## src/rtl/serial_chan_pkg.sv

```systemverilog
package serial_chan_pkg;
  typedef enum logic [2:0] {
    MC_NOP       = 3'd0,
    MC_PTR_RST   = 3'd1,
    MC_RX_RST    = 3'd2,
    MC_TX_RST    = 3'd3,
    MC_ERR_CLR   = 3'd4,
    MC_BCHG_CLR  = 3'd5,
    MC_BRK_START = 3'd6,
    MC_BRK_STOP  = 3'd7
  } misc_cmd_e;

  localparam logic [1:0] A_MODE = 2'd0;
  localparam logic [1:0] A_STAT = 2'd1;
  localparam logic [1:0] A_CMD  = 2'd2;
  localparam logic [1:0] A_DATA = 2'd3;
endpackage

```

## src/rtl/serial_chan_rxbuf.sv

```systemverilog
module serial_chan_rxbuf #(
  parameter int DW    = 8,
  parameter int DEPTH = 3,
  localparam int CW   = $clog2(DEPTH + 1),
  localparam int IW   = (DEPTH > 1) ? $clog2(DEPTH) : 1
) (
  input  logic          clk_i,
  input  logic          rst_ni,
  input  logic          flush_i,
  input  logic          push_i,
  input  logic [DW-1:0] push_data_i,
  input  logic          pop_i,
  output logic [DW-1:0] head_o,
  output logic [CW-1:0] count_o,
  output logic          ovr_o
);
  logic [DW-1:0] mem_q [DEPTH];
  logic [DW-1:0] mem_d [DEPTH];
  logic [CW-1:0] cnt_q, cnt_d;
  logic [DW-1:0] stg_q, stg_d;
  logic          stg_v_q, stg_v_d;
  logic          ovr;

  always_comb begin
    for (int i = 0; i < DEPTH; i++) mem_d[i] = mem_q[i];
    cnt_d   = cnt_q;
    stg_d   = stg_q;
    stg_v_d = stg_v_q;
    ovr     = 1'b0;
    if (pop_i && cnt_q != '0) begin
      for (int i = 0; i < DEPTH - 1; i++) mem_d[i] = mem_q[i+1];
      cnt_d = cnt_q - CW'(1);
      if (stg_v_q) begin
        mem_d[IW'(cnt_d)] = stg_q;
        cnt_d   = cnt_d + CW'(1);
        stg_v_d = 1'b0;
      end
    end
    if (push_i) begin
      if (cnt_d < CW'(DEPTH)) begin
        mem_d[IW'(cnt_d)] = push_data_i;
        cnt_d = cnt_d + CW'(1);
      end else begin
        ovr     = stg_v_d;   // stage still occupied: replace it
        stg_d   = push_data_i;
        stg_v_d = 1'b1;
      end
    end
  end

  always_ff @(posedge clk_i or negedge rst_ni) begin
    if (!rst_ni) begin
      for (int i = 0; i < DEPTH; i++) mem_q[i] <= '0;
      cnt_q   <= '0;
      stg_q   <= '0;
      stg_v_q <= 1'b0;
    end else if (flush_i) begin
      cnt_q   <= '0;
      stg_v_q <= 1'b0;
    end else begin
      for (int i = 0; i < DEPTH; i++) mem_q[i] <= mem_d[i];
      cnt_q   <= cnt_d;
      stg_q   <= stg_d;
      stg_v_q <= stg_v_d;
    end
  end

  assign head_o  = (cnt_q != '0) ? mem_q[0] : '0;
  assign count_o = cnt_q;
  assign ovr_o   = ovr & ~flush_i;

  p_pop_dec_r4: assert property (@(posedge clk_i) disable iff (!rst_ni)
    (pop_i && cnt_q != '0 && !push_i && !stg_v_q && !flush_i) |=> (cnt_q == $past(cnt_q) - CW'(1)));

  p_ovr_when_full_r5: assert property (@(posedge clk_i) disable iff (!rst_ni)
    ovr_o |=> (stg_v_q && cnt_q == CW'(DEPTH)));

  p_flush_empty_r7: assert property (@(posedge clk_i) disable iff (!rst_ni)
    flush_i |=> (cnt_q == '0 && !stg_v_q));
endmodule

```

## src/rtl/serial_chan_tx.sv

```systemverilog
module serial_chan_tx #(
  parameter int DW = 8
) (
  input  logic          clk_i,
  input  logic          rst_ni,
  input  logic          reset_i,
  input  logic          en_i,
  input  logic          wr_i,
  input  logic [DW-1:0] wdata_i,
  input  logic          brk_start_i,
  input  logic          brk_stop_i,
  input  logic          tx_ready_i,
  input  logic          tx_busy_i,
  output logic          tx_valid_o,
  output logic [DW-1:0] tx_char_o,
  output logic          thr_empty_o,
  output logic          brk_o,
  output logic          mark_o
);
  logic [DW-1:0] thr_q;
  logic          thr_v_q, brk_pend_q, brk_act_q, mark_q;

  assign tx_valid_o  = thr_v_q & en_i & ~brk_pend_q & ~brk_act_q & ~mark_q;
  assign tx_char_o   = thr_q;
  assign thr_empty_o = ~thr_v_q;
  assign brk_o       = brk_act_q;
  assign mark_o      = mark_q;

  always_ff @(posedge clk_i or negedge rst_ni) begin
    if (!rst_ni) begin
      thr_q      <= '0;
      thr_v_q    <= 1'b0;
      brk_pend_q <= 1'b0;
      brk_act_q  <= 1'b0;
      mark_q     <= 1'b0;
    end else if (reset_i) begin
      thr_v_q    <= 1'b0;
      brk_pend_q <= 1'b0;
      brk_act_q  <= 1'b0;
      mark_q     <= 1'b0;
    end else begin
      if (tx_valid_o && tx_ready_i) thr_v_q <= 1'b0;
      if (wr_i) begin
        thr_q   <= wdata_i;
        thr_v_q <= 1'b1;
      end
      mark_q <= 1'b0;
      if (brk_start_i && !brk_act_q) brk_pend_q <= 1'b1;
      else if (brk_pend_q && !tx_busy_i && !brk_stop_i) begin
        brk_pend_q <= 1'b0;    // current character finished
        brk_act_q  <= 1'b1;
      end
      if (brk_stop_i) begin
        brk_pend_q <= 1'b0;
        if (brk_act_q) begin
          brk_act_q <= 1'b0;
          mark_q    <= 1'b1;
        end
      end
    end
  end

  p_thr_hold_r8: assert property (@(posedge clk_i) disable iff (!rst_ni)
    (thr_v_q && !(tx_valid_o && tx_ready_i) && !reset_i) |=> thr_v_q);

  p_brk_after_idle_r10: assert property (@(posedge clk_i) disable iff (!rst_ni)
    $rose(brk_o) |-> $past(!tx_busy_i));

  p_mark_single_r10: assert property (@(posedge clk_i) disable iff (!rst_ni)
    mark_o |=> !mark_o);

  p_char_stable_r8: assert property (@(posedge clk_i) disable iff (!rst_ni)
    (tx_valid_o && !tx_ready_i && !wr_i) |=> $stable(tx_char_o));
endmodule

```

## src/rtl/serial_chan_ctrl.sv

```systemverilog
module serial_chan_ctrl
  import serial_chan_pkg::*;
#(
  parameter int DW         = 8,
  parameter int FIFO_DEPTH = 3,
  parameter int FULL_LEVEL = 3,
  localparam int CW        = $clog2(FIFO_DEPTH + 1)
) (
  input  logic          clk_i,
  input  logic          rst_ni,
  input  logic          bus_sel_i,
  input  logic          bus_wr_i,
  input  logic [1:0]    bus_addr_i,
  input  logic [7:0]    bus_wdata_i,
  output logic [7:0]    bus_rdata_o,
  input  logic          rx_valid_i,
  input  logic [DW-1:0] rx_char_i,
  input  logic          rx_perr_i,
  input  logic          rx_ferr_i,
  input  logic          rx_brk_i,
  output logic          rx_irq_o,
  output logic          brk_chg_o,
  output logic          tx_valid_o,
  output logic [DW-1:0] tx_char_o,
  input  logic          tx_ready_i,
  input  logic          tx_busy_i,
  output logic          tx_brk_o,
  output logic          tx_mark_o
);
  logic      bus_wr, bus_rd, cmd_wr, mode_acc;
  misc_cmd_e misc;
  logic [7:0] mr1_q, mr2_q;
  logic      ptr_q, rx_en_q, tx_en_q;
  logic      e_brk_q, e_fe_q, e_pe_q, e_ovr_q, bchg_q;
  logic      rx_push, rx_pop, rx_flush, rx_ovr;
  logic [DW-1:0] rx_head;
  logic [CW-1:0] rx_cnt;
  logic      thr_empty, rx_full, rx_nempty, err_clr;
  logic [7:0] status;

  assign bus_wr   = bus_sel_i & bus_wr_i;
  assign bus_rd   = bus_sel_i & ~bus_wr_i;
  assign cmd_wr   = bus_wr & (bus_addr_i == A_CMD);
  assign mode_acc = bus_sel_i & (bus_addr_i == A_MODE);
  assign misc     = misc_cmd_e'(bus_wdata_i[6:4]);
  assign err_clr  = cmd_wr & (misc == MC_ERR_CLR);

  // mode registers behind one address
  always_ff @(posedge clk_i or negedge rst_ni) begin
    if (!rst_ni) begin
      ptr_q <= 1'b0;
      mr1_q <= '0;
      mr2_q <= '0;
    end else begin
      if (bus_wr && mode_acc) begin
        if (ptr_q) mr2_q <= bus_wdata_i;
        else       mr1_q <= bus_wdata_i;
      end
      if (cmd_wr && misc == MC_PTR_RST) ptr_q <= 1'b0;
      else if (mode_acc)                ptr_q <= 1'b1;
    end
  end

  // enables: reset command, then disable, then enable
  always_ff @(posedge clk_i or negedge rst_ni) begin
    if (!rst_ni) begin
      rx_en_q <= 1'b0;
      tx_en_q <= 1'b0;
    end else if (cmd_wr) begin
      if (misc == MC_RX_RST || bus_wdata_i[1]) rx_en_q <= 1'b0;
      else if (bus_wdata_i[0])                 rx_en_q <= 1'b1;
      if (misc == MC_TX_RST || bus_wdata_i[3]) tx_en_q <= 1'b0;
      else if (bus_wdata_i[2])                 tx_en_q <= 1'b1;
    end
  end

  assign rx_flush = cmd_wr & (misc == MC_RX_RST);
  assign rx_push  = rx_valid_i & rx_en_q & ~rx_flush;
  assign rx_pop   = bus_rd & (bus_addr_i == A_DATA);

  serial_chan_rxbuf #(.DW(DW), .DEPTH(FIFO_DEPTH)) u_rxbuf (
    .clk_i       (clk_i),
    .rst_ni      (rst_ni),
    .flush_i     (rx_flush),
    .push_i      (rx_push),
    .push_data_i (rx_char_i),
    .pop_i       (rx_pop),
    .head_o      (rx_head),
    .count_o     (rx_cnt),
    .ovr_o       (rx_ovr)
  );

  // sticky error flags; a new event in the clear cycle survives
  always_ff @(posedge clk_i or negedge rst_ni) begin
    if (!rst_ni) begin
      e_brk_q <= 1'b0;
      e_fe_q  <= 1'b0;
      e_pe_q  <= 1'b0;
      e_ovr_q <= 1'b0;
      bchg_q  <= 1'b0;
    end else begin
      e_brk_q <= (e_brk_q & ~err_clr) | (rx_push & rx_brk_i);
      e_fe_q  <= (e_fe_q  & ~err_clr) | (rx_push & rx_ferr_i);
      e_pe_q  <= (e_pe_q  & ~err_clr) | (rx_push & rx_perr_i);
      e_ovr_q <= (e_ovr_q & ~err_clr) | rx_ovr;
      bchg_q  <= (bchg_q & ~(cmd_wr & (misc == MC_BCHG_CLR))) | (rx_push & rx_brk_i);
    end
  end

  serial_chan_tx #(.DW(DW)) u_tx (
    .clk_i       (clk_i),
    .rst_ni      (rst_ni),
    .reset_i     (cmd_wr & (misc == MC_TX_RST)),
    .en_i        (tx_en_q),
    .wr_i        (bus_wr & (bus_addr_i == A_DATA)),
    .wdata_i     (bus_wdata_i[DW-1:0]),
    .brk_start_i (cmd_wr & (misc == MC_BRK_START)),
    .brk_stop_i  (cmd_wr & (misc == MC_BRK_STOP)),
    .tx_ready_i  (tx_ready_i),
    .tx_busy_i   (tx_busy_i),
    .tx_valid_o  (tx_valid_o),
    .tx_char_o   (tx_char_o),
    .thr_empty_o (thr_empty),
    .brk_o       (tx_brk_o),
    .mark_o      (tx_mark_o)
  );

  assign rx_full   = rx_cnt >= CW'(FULL_LEVEL);
  assign rx_nempty = rx_cnt != '0;
  assign status    = {e_brk_q, e_fe_q, e_pe_q, e_ovr_q,
                      thr_empty & ~tx_busy_i, thr_empty, rx_full, rx_nempty};

  always_comb begin
    unique case (bus_addr_i)
      A_MODE:  bus_rdata_o = ptr_q ? mr2_q : mr1_q;
      A_STAT:  bus_rdata_o = status;
      A_CMD:   bus_rdata_o = '0;
      default: bus_rdata_o = 8'(rx_head);
    endcase
  end

  assign rx_irq_o  = mr1_q[6] ? rx_full : rx_nempty;
  assign brk_chg_o = bchg_q;

  p_ptr_hold_r2: assert property (@(posedge clk_i) disable iff (!rst_ni)
    (ptr_q && !(cmd_wr && misc == MC_PTR_RST)) |=> ptr_q);

  p_rx_off_drop_r3: assert property (@(posedge clk_i) disable iff (!rst_ni)
    (!rx_en_q && !rx_flush) |=> (rx_cnt <= $past(rx_cnt)));

  p_err_sticky_r6: assert property (@(posedge clk_i) disable iff (!rst_ni)
    (e_pe_q && !err_clr) |=> e_pe_q);

  p_bchg_sticky_r12: assert property (@(posedge clk_i) disable iff (!rst_ni)
    (bchg_q && !(cmd_wr && misc == MC_BCHG_CLR)) |=> bchg_q);
endmodule

```

## config.mk

```make
export PLATFORM = sky130hd
export DESIGN_NAME = serial_chan_ctrl
export DESIGN_NICKNAME = d
export VERILOG_FILES = /design/src/rtl/serial_chan_pkg.sv /design/src/rtl/serial_chan_rxbuf.sv /design/src/rtl/serial_chan_tx.sv /design/src/rtl/serial_chan_ctrl.sv
export SDC_FILE = /design/constraint.sdc
export NUM_CORES = 1
export LEC_CHECK = 0
export ABC_CLOCK_PERIOD_IN_PS = 8100
export BUFFER_PORTS_ARGS = -buffer_cell sky130_fd_sc_hd__buf_4
export CAP_MARGIN = 0
export CORE_AREA = 2 2 72 142
export CTS_CLUSTER_DIAMETER = 200
export CTS_CLUSTER_SIZE = 25
export DETAILED_ROUTE_END_ITERATION = 10
export DIE_AREA = 0 0 74 144
export PLACE_DENSITY = 0.58
export RECOVER_POWER = 25
export SYNTH_ARGS = -nofsm -noshare
export SYNTH_HDL_FRONTEND = slang
export SYNTH_SLANG_ARGS = --single-unit
```

## constraint.sdc

```tcl
create_clock -name clk_i -period 8.1 [get_ports clk_i]
set_input_delay 0.405 -clock clk_i [delete_from_list [all_inputs] [get_ports clk_i]]
set_output_delay 0.405 -clock clk_i [all_outputs]
set_load 0.01 [all_outputs]
```

After elaboration in Yosys (flattened, before gate mapping) --
Cells that the tools add are included.
Word-level totals: register bits after elaboration 71, input bits 28, output and inout port bits 21, word-level logic and storage cells 160
Cells by class: add/subtract/negate cells 3, $lt $le $gt $ge 6, equality and inequality tests 10, mux-type cells 46, bitwise operators 47, reductions and logical operators 27
Operator list (count):
- two-way mux 24 bit | 4
- bitwise mux 24 bit | 2
- demux 8 bit (select 2 bit) | 2
- two-way mux 8 bit | 4
- AND 1 bit | 28
- two-way mux 1 bit | 28
- case mux 8 bit (3 select lines) | 1
- equality test 3 bit (second input constant) | 4
- NOT 1 bit | 12
- two-way mux 2 bit | 5
- AND reduction 2 bit | 5
- logical AND 1 bit | 9
- nonzero test 2 bit | 4
- equality test 3 x 2 -> 1 bit (second input constant) | 2
- greater-or-equal comparator 3 bit (second input constant) | 2
- less-than comparator 3 x 1 -> 1 bit (second input constant) | 2
- NOT 2 -> 3 bit | 2
- bitwise OR 1 bit | 5
- adder 2 x 1 -> 2 bit (second input constant) | 2
- equality test 2 bit (second input constant) | 2
- nonzero test 4 bit | 1
- equality test 3 x 1 -> 1 bit (second input constant) | 1
- logical NOT 1 bit | 3
- AND reduction 3 bit | 1
- other kinds (7) | 8

Logic depth before layout (Yosys ltp) --
depth in word-level cells 13, mapped depth 9, depth with buffers taken out 7

Cells and area by module --
Synthesis repeated with hierarchy kept, for this count alone.
Unflattened totals: cells, all modules 347, area, all modules 3892.5 um^2
By module, submodules not included:
- serial_chan_rxbuf | times used 1, cells each 193, area an instance 2020.7 um^2, sequential area each 875.8 um^2
- serial_chan_ctrl | times used 1, cells each 118, area an instance 1352.5 um^2, sequential area each 600.6 um^2
- serial_chan_tx | times used 1, cells each 36, area an instance 519.2 um^2, sequential area each 300.3 um^2

Worst setup path after synthesis --
Ideal clock, no wire load.
path kind reg-to-reg, start point reg u_rxbuf.cnt_q[0] (netlist: u_rxbuf.count_o[0]), end point reg u_rxbuf.stg_q[0], library setup time 125 ps, data arrival time 2550 ps, required time 7975 ps, path slack 5425 ps, stages on the path, launching flop included 8, path buffers 0, clock period less this slack 2675 ps, cell sequence dfrtp_1 -> inv_1 -> ha_1 -> nand2b_4 -> or4_4 -> xnor2_4 -> nor3_4 -> mux2_2
On the way: word-level cells in the longest chain between the ends 7, elaborated cells between the ends (all ways) 9, classes of those cells add/sub: 2; order compare: 1; mux: 2; bitwise: 1; reduce/logical: 3
RTL lines:
- start: declaration | RTL line serial_chan_rxbuf.sv:19 | logic [CW-1:0] cnt_q, cnt_d;
- start signal: assignment | RTL line serial_chan_rxbuf.sv:62 | cnt_q <= cnt_d;
- subtractor 2 x 1 -> 2 bit | RTL line serial_chan_rxbuf.sv:32 | cnt_d = cnt_q - CW'(1);
- adder 2 x 1 -> 2 bit | RTL line serial_chan_rxbuf.sv:35 | cnt_d = cnt_d + CW'(1);
- two-way mux 2 bit | RTL line serial_chan_rxbuf.sv:33 | if (stg_v_q) begin
- two-way mux 2 bit * | RTL line serial_chan_rxbuf.sv:30 | if (pop_i && cnt_q != '0) begin
- less-than comparator 2 bit * | RTL line serial_chan_rxbuf.sv:40 | if (cnt_d < CW'(DEPTH)) begin
- NOT 1 bit (no source line) *
- AND reduction 3 bit (no source line) *
- end signal: assignment | RTL line serial_chan_rxbuf.sv:63 | stg_q <= stg_d;
- end: declaration | RTL line serial_chan_rxbuf.sv:20 | logic [DW-1:0] stg_q, stg_d;
Every way passes the cells marked *; elsewhere a longest branch is shown, timed or not. A chain may end at the register's enable or synchronous reset.

==> results.md <==
* Status: finished, violations left
* Violated checks: capacitance limit, slew limit
* Initial antenna violation count at 0
* TritonRoute pass-1 iters at 4
* Cell depth of the worst setup path at 1
* Skew-Pair Late Insertion Delay at between 300 and 400 ps
* Core ar. at 9640 um^2
* Die width at 74 um
* WP data required at 7640 ps
* Crit Path Class: input port to async pin
* Final nets at 419
* Buffers on Ports at 48
* 1st-iter DRT viols at 193
* Clk sinks at 71
* Pleak at 2.09 nW
* Slowest stage delay, CP at 2670 ps
* Max Freq at between 200 and 300 MHz
* Synthesized Nets at 380
* Fin. max-slew vios at 72
* Number of buffers created by CTS at 9
* Synth-to-layout area growth at 18.5%
* Tightest Hold Check Type: input port to register
* CP arrival at 3130 ps
* I/O pin cnt at 49
* Gpl congestion at 0.780
* FFs w/ async S/R, synth at 1.00
* N_diodes at 0
* Worst Reg-to-Reg Cells at 7
* Routed Wire Length at 9.44 mm
* PnR worst setup slack at 4520 ps
* Initial Util at 0.388
* Bufs and invs on worst path at 1
* Synth area leader: dfrtp_1
* Final worst path period need at 3580 ps
* Synth Cell Area at approximately 3700 um^2
* Least-Margin Pin Slew at 3870 ps
* Detailed-route DRC error count at 0
* Final core utilization at 0.460
* Post-synth top area share at 0.475
* WL/cell at 18.0 um
* GRT Util Overall at 0.192
* Setup_tns at 0 ps
* Peak VDD IR at around 0.14 mV
* H-Tree Depth at 3
* Slowest CP cell: clkbuf_1
* Cts hold-fix bufs at 0
* Final worst-path cycle share at 0.442
* Routed vias/inst at 5.28
* Tot Pwr at approximately 0.0013 W
* Mapped Cells at 347
* CP max FO at 71
* Post-CTS Resized at 0
* Most common flop cell mapped by yosys: dfrtp_1
* Pre-CTS setup slack at 5140 ps
* Unique masters post-synth at 44
* CP Launch Type: input port
* Full die area at about 11000 um^2
* Clk buf depth at 2
* Share of layout cells above drive strength 1 at 0.274
* Aggregate global routing overflow at 0
* First-pass GRT wire length at 15.1 mm
* Post-route ant nets at 0
* Total vias in the final route at 2759
* Most frequent cells in the layout: dfrtp_1 (71), buf_4 (48), a21oi_1 (43), mux2i_1 (38), nand2_1 (31)
* Max_slew headroom at -1.58
* EDFF count, synth at 0
* Vias in the first global route at 2814
* Fin. Hold Viols at 0
* Slack of the worst reg-to-reg path at 5150 ps
* Largest net degree at the start of global routing at just over 70
* Reg2reg start: u_rxbuf.count_o[0]$_DFF_PN0_
* Synth Warn # at 0
* Critical Path Sink Type: async pin
* Register area share after synthesis at 0.475
* Final clock skew at between 3 and 4 ps
* Setup-failing EPs final at 0
* Main area contributors after synthesis: dfrtp_1 (48%), mux2i_1 (10%), mux2_2 (8.7%)
* RSZ-0062 raised after global routing: no
* Critical path's top delay family: buffers and inverters
* Pwr/cell area at roughly 300 nW/um^2
* CP Cell Sequence: clkbuf_1
* R2R Path End: u_rxbuf.stg_q[0]$_DFFE_PN0P_
* Die height at 144 um
* Crit path to: u_rxbuf.stg_q[5]$_DFFE_PN0P_
* Commonest non-fill, non-tap cell in the layout: dfrtp_1
* Setup Buffers After CTS at 0
* Synthesis-stage register bit count at 71
* Root Buffer: clkbuf_16
* Dpl hpwl at just under 7 mm
* CTS clk-pin slew, worst paths at 60 ps
* # fillers at 926
* Number of cell rows at 51
* CTS tree: built
* Max Cap Violations at 1
* Mapped Avg Cell Area at 10.8 um^2
* Critical Path Start: rst_ni
## worst min path at each step
stage	startpoint	end	slack [ps]	cells past startpoint
2_1_floorplan	rst_ni	brk_chg_o$_DFF_PN0_	110	0
3_3_place_gp	u_tx.tx_char_o[4]$_DFFE_PN0P_	u_tx.tx_char_o[4]$_DFFE_PN0P_	470	2
3_5_place_dp	u_tx.tx_char_o[4]$_DFFE_PN0P_	u_tx.tx_char_o[4]$_DFFE_PN0P_	480	2
4_1_cts	rst_ni	u_rxbuf.mem_q[10]$_DFFE_PN0N_	260	1
5_1_grt	rx_char_i[5]	u_rxbuf.stg_q[5]$_DFFE_PN0P_	310	2
6_report	rx_brk_i	brk_chg_o$_DFF_PN0_	310	2
## routing by layer
layer / routed length (um) / up-vias / global-route usage
li1: - / 1317 / -
met1: 3690 / 1369 / 0.220
met2: 5230 / 55 / 0.339
met3: 244 / 18 / 0.0307
met4: 267 / 0 / 0.0871
met5: 0 / - / 0
## layout make-up
type                       instances  area [um^2]  area share
multi-input combinational        251         1850       0.418
sequential                        71         1780       0.401
timing repair buffer              49          364      0.0822
clock buffer                      12          236      0.0534
tap                              132          165      0.0373
clock inverter                     4         22.5     0.00508
inverter                           4         15.0     0.00339
## report_power, final
part / total (W) / switching (W) / internal [W]
Sequential: 0.000589 / 0.000108 / 0.000481
Clock: 0.000351 / 0.000145 / 0.000206
Combinational: 0.000398 / 0.000201 / 0.000197
Total: 0.00134 / 0.000455 / 0.000883
## metrics by stage
stage | hold WS, ps | instances | cell area [um^2]
after floorplan | 109 | 347 | 3740
after global placement | 471 | 507 | 4180
after detailed placement | 483 | 507 | 4180
after CTS | 257 | 523 | 4440
after global routing | 313 | 523 | 4430
final | 313 | 523 | 4430
## flip-flops by register name, summed over array words and instances, names as in the netlist, 2 cells and up
name	cells
mr1_q	8
mr2_q	8
u_rxbuf.count_o	2
u_rxbuf.mem_q	24
u_rxbuf.stg_q	8
u_tx.tx_char_o	8
## cell usage after synthesis, types with 2 or more instances
| cell type | number |
|---|---|
| buf_4 | 3 |
| dfrtp_1 | 71 |
| buf_2 | 4 |
| nand4b_1 | 2 |
| a21oi_1 | 43 |
| nand2_1 | 31 |
| xnor2_4 | 2 |
| a22o_1 | 5 |
| a31oi_1 | 3 |
| nor2_1 | 23 |
| mux2i_1 | 38 |
| inv_1 | 4 |
| nor3_4 | 3 |
| o21a_1 | 2 |
| clkbuf_1 | 13 |
| nor2b_1 | 2 |
| mux2_4 | 3 |
| ha_1 | 5 |
| nand3_1 | 24 |
| o21ai_0 | 13 |
| mux2_2 | 29 |
| nand4_1 | 2 |
## cells by family (layout without fill, tap and decap cells)
family	Yosys count	count (layout)	synth area share
xor gates and xnor gates	2	2	0.0147
DFF	71	71	0.475
adders and majority gates	5	5	0.0167
muxes	71	71	0.205
and+or+nand+nor	100	100	0.148
buffers and inverters	25	69	0.0294
AOI/OAI and AO/OA	73	73	0.111
(Power assumes the default switching activity.)
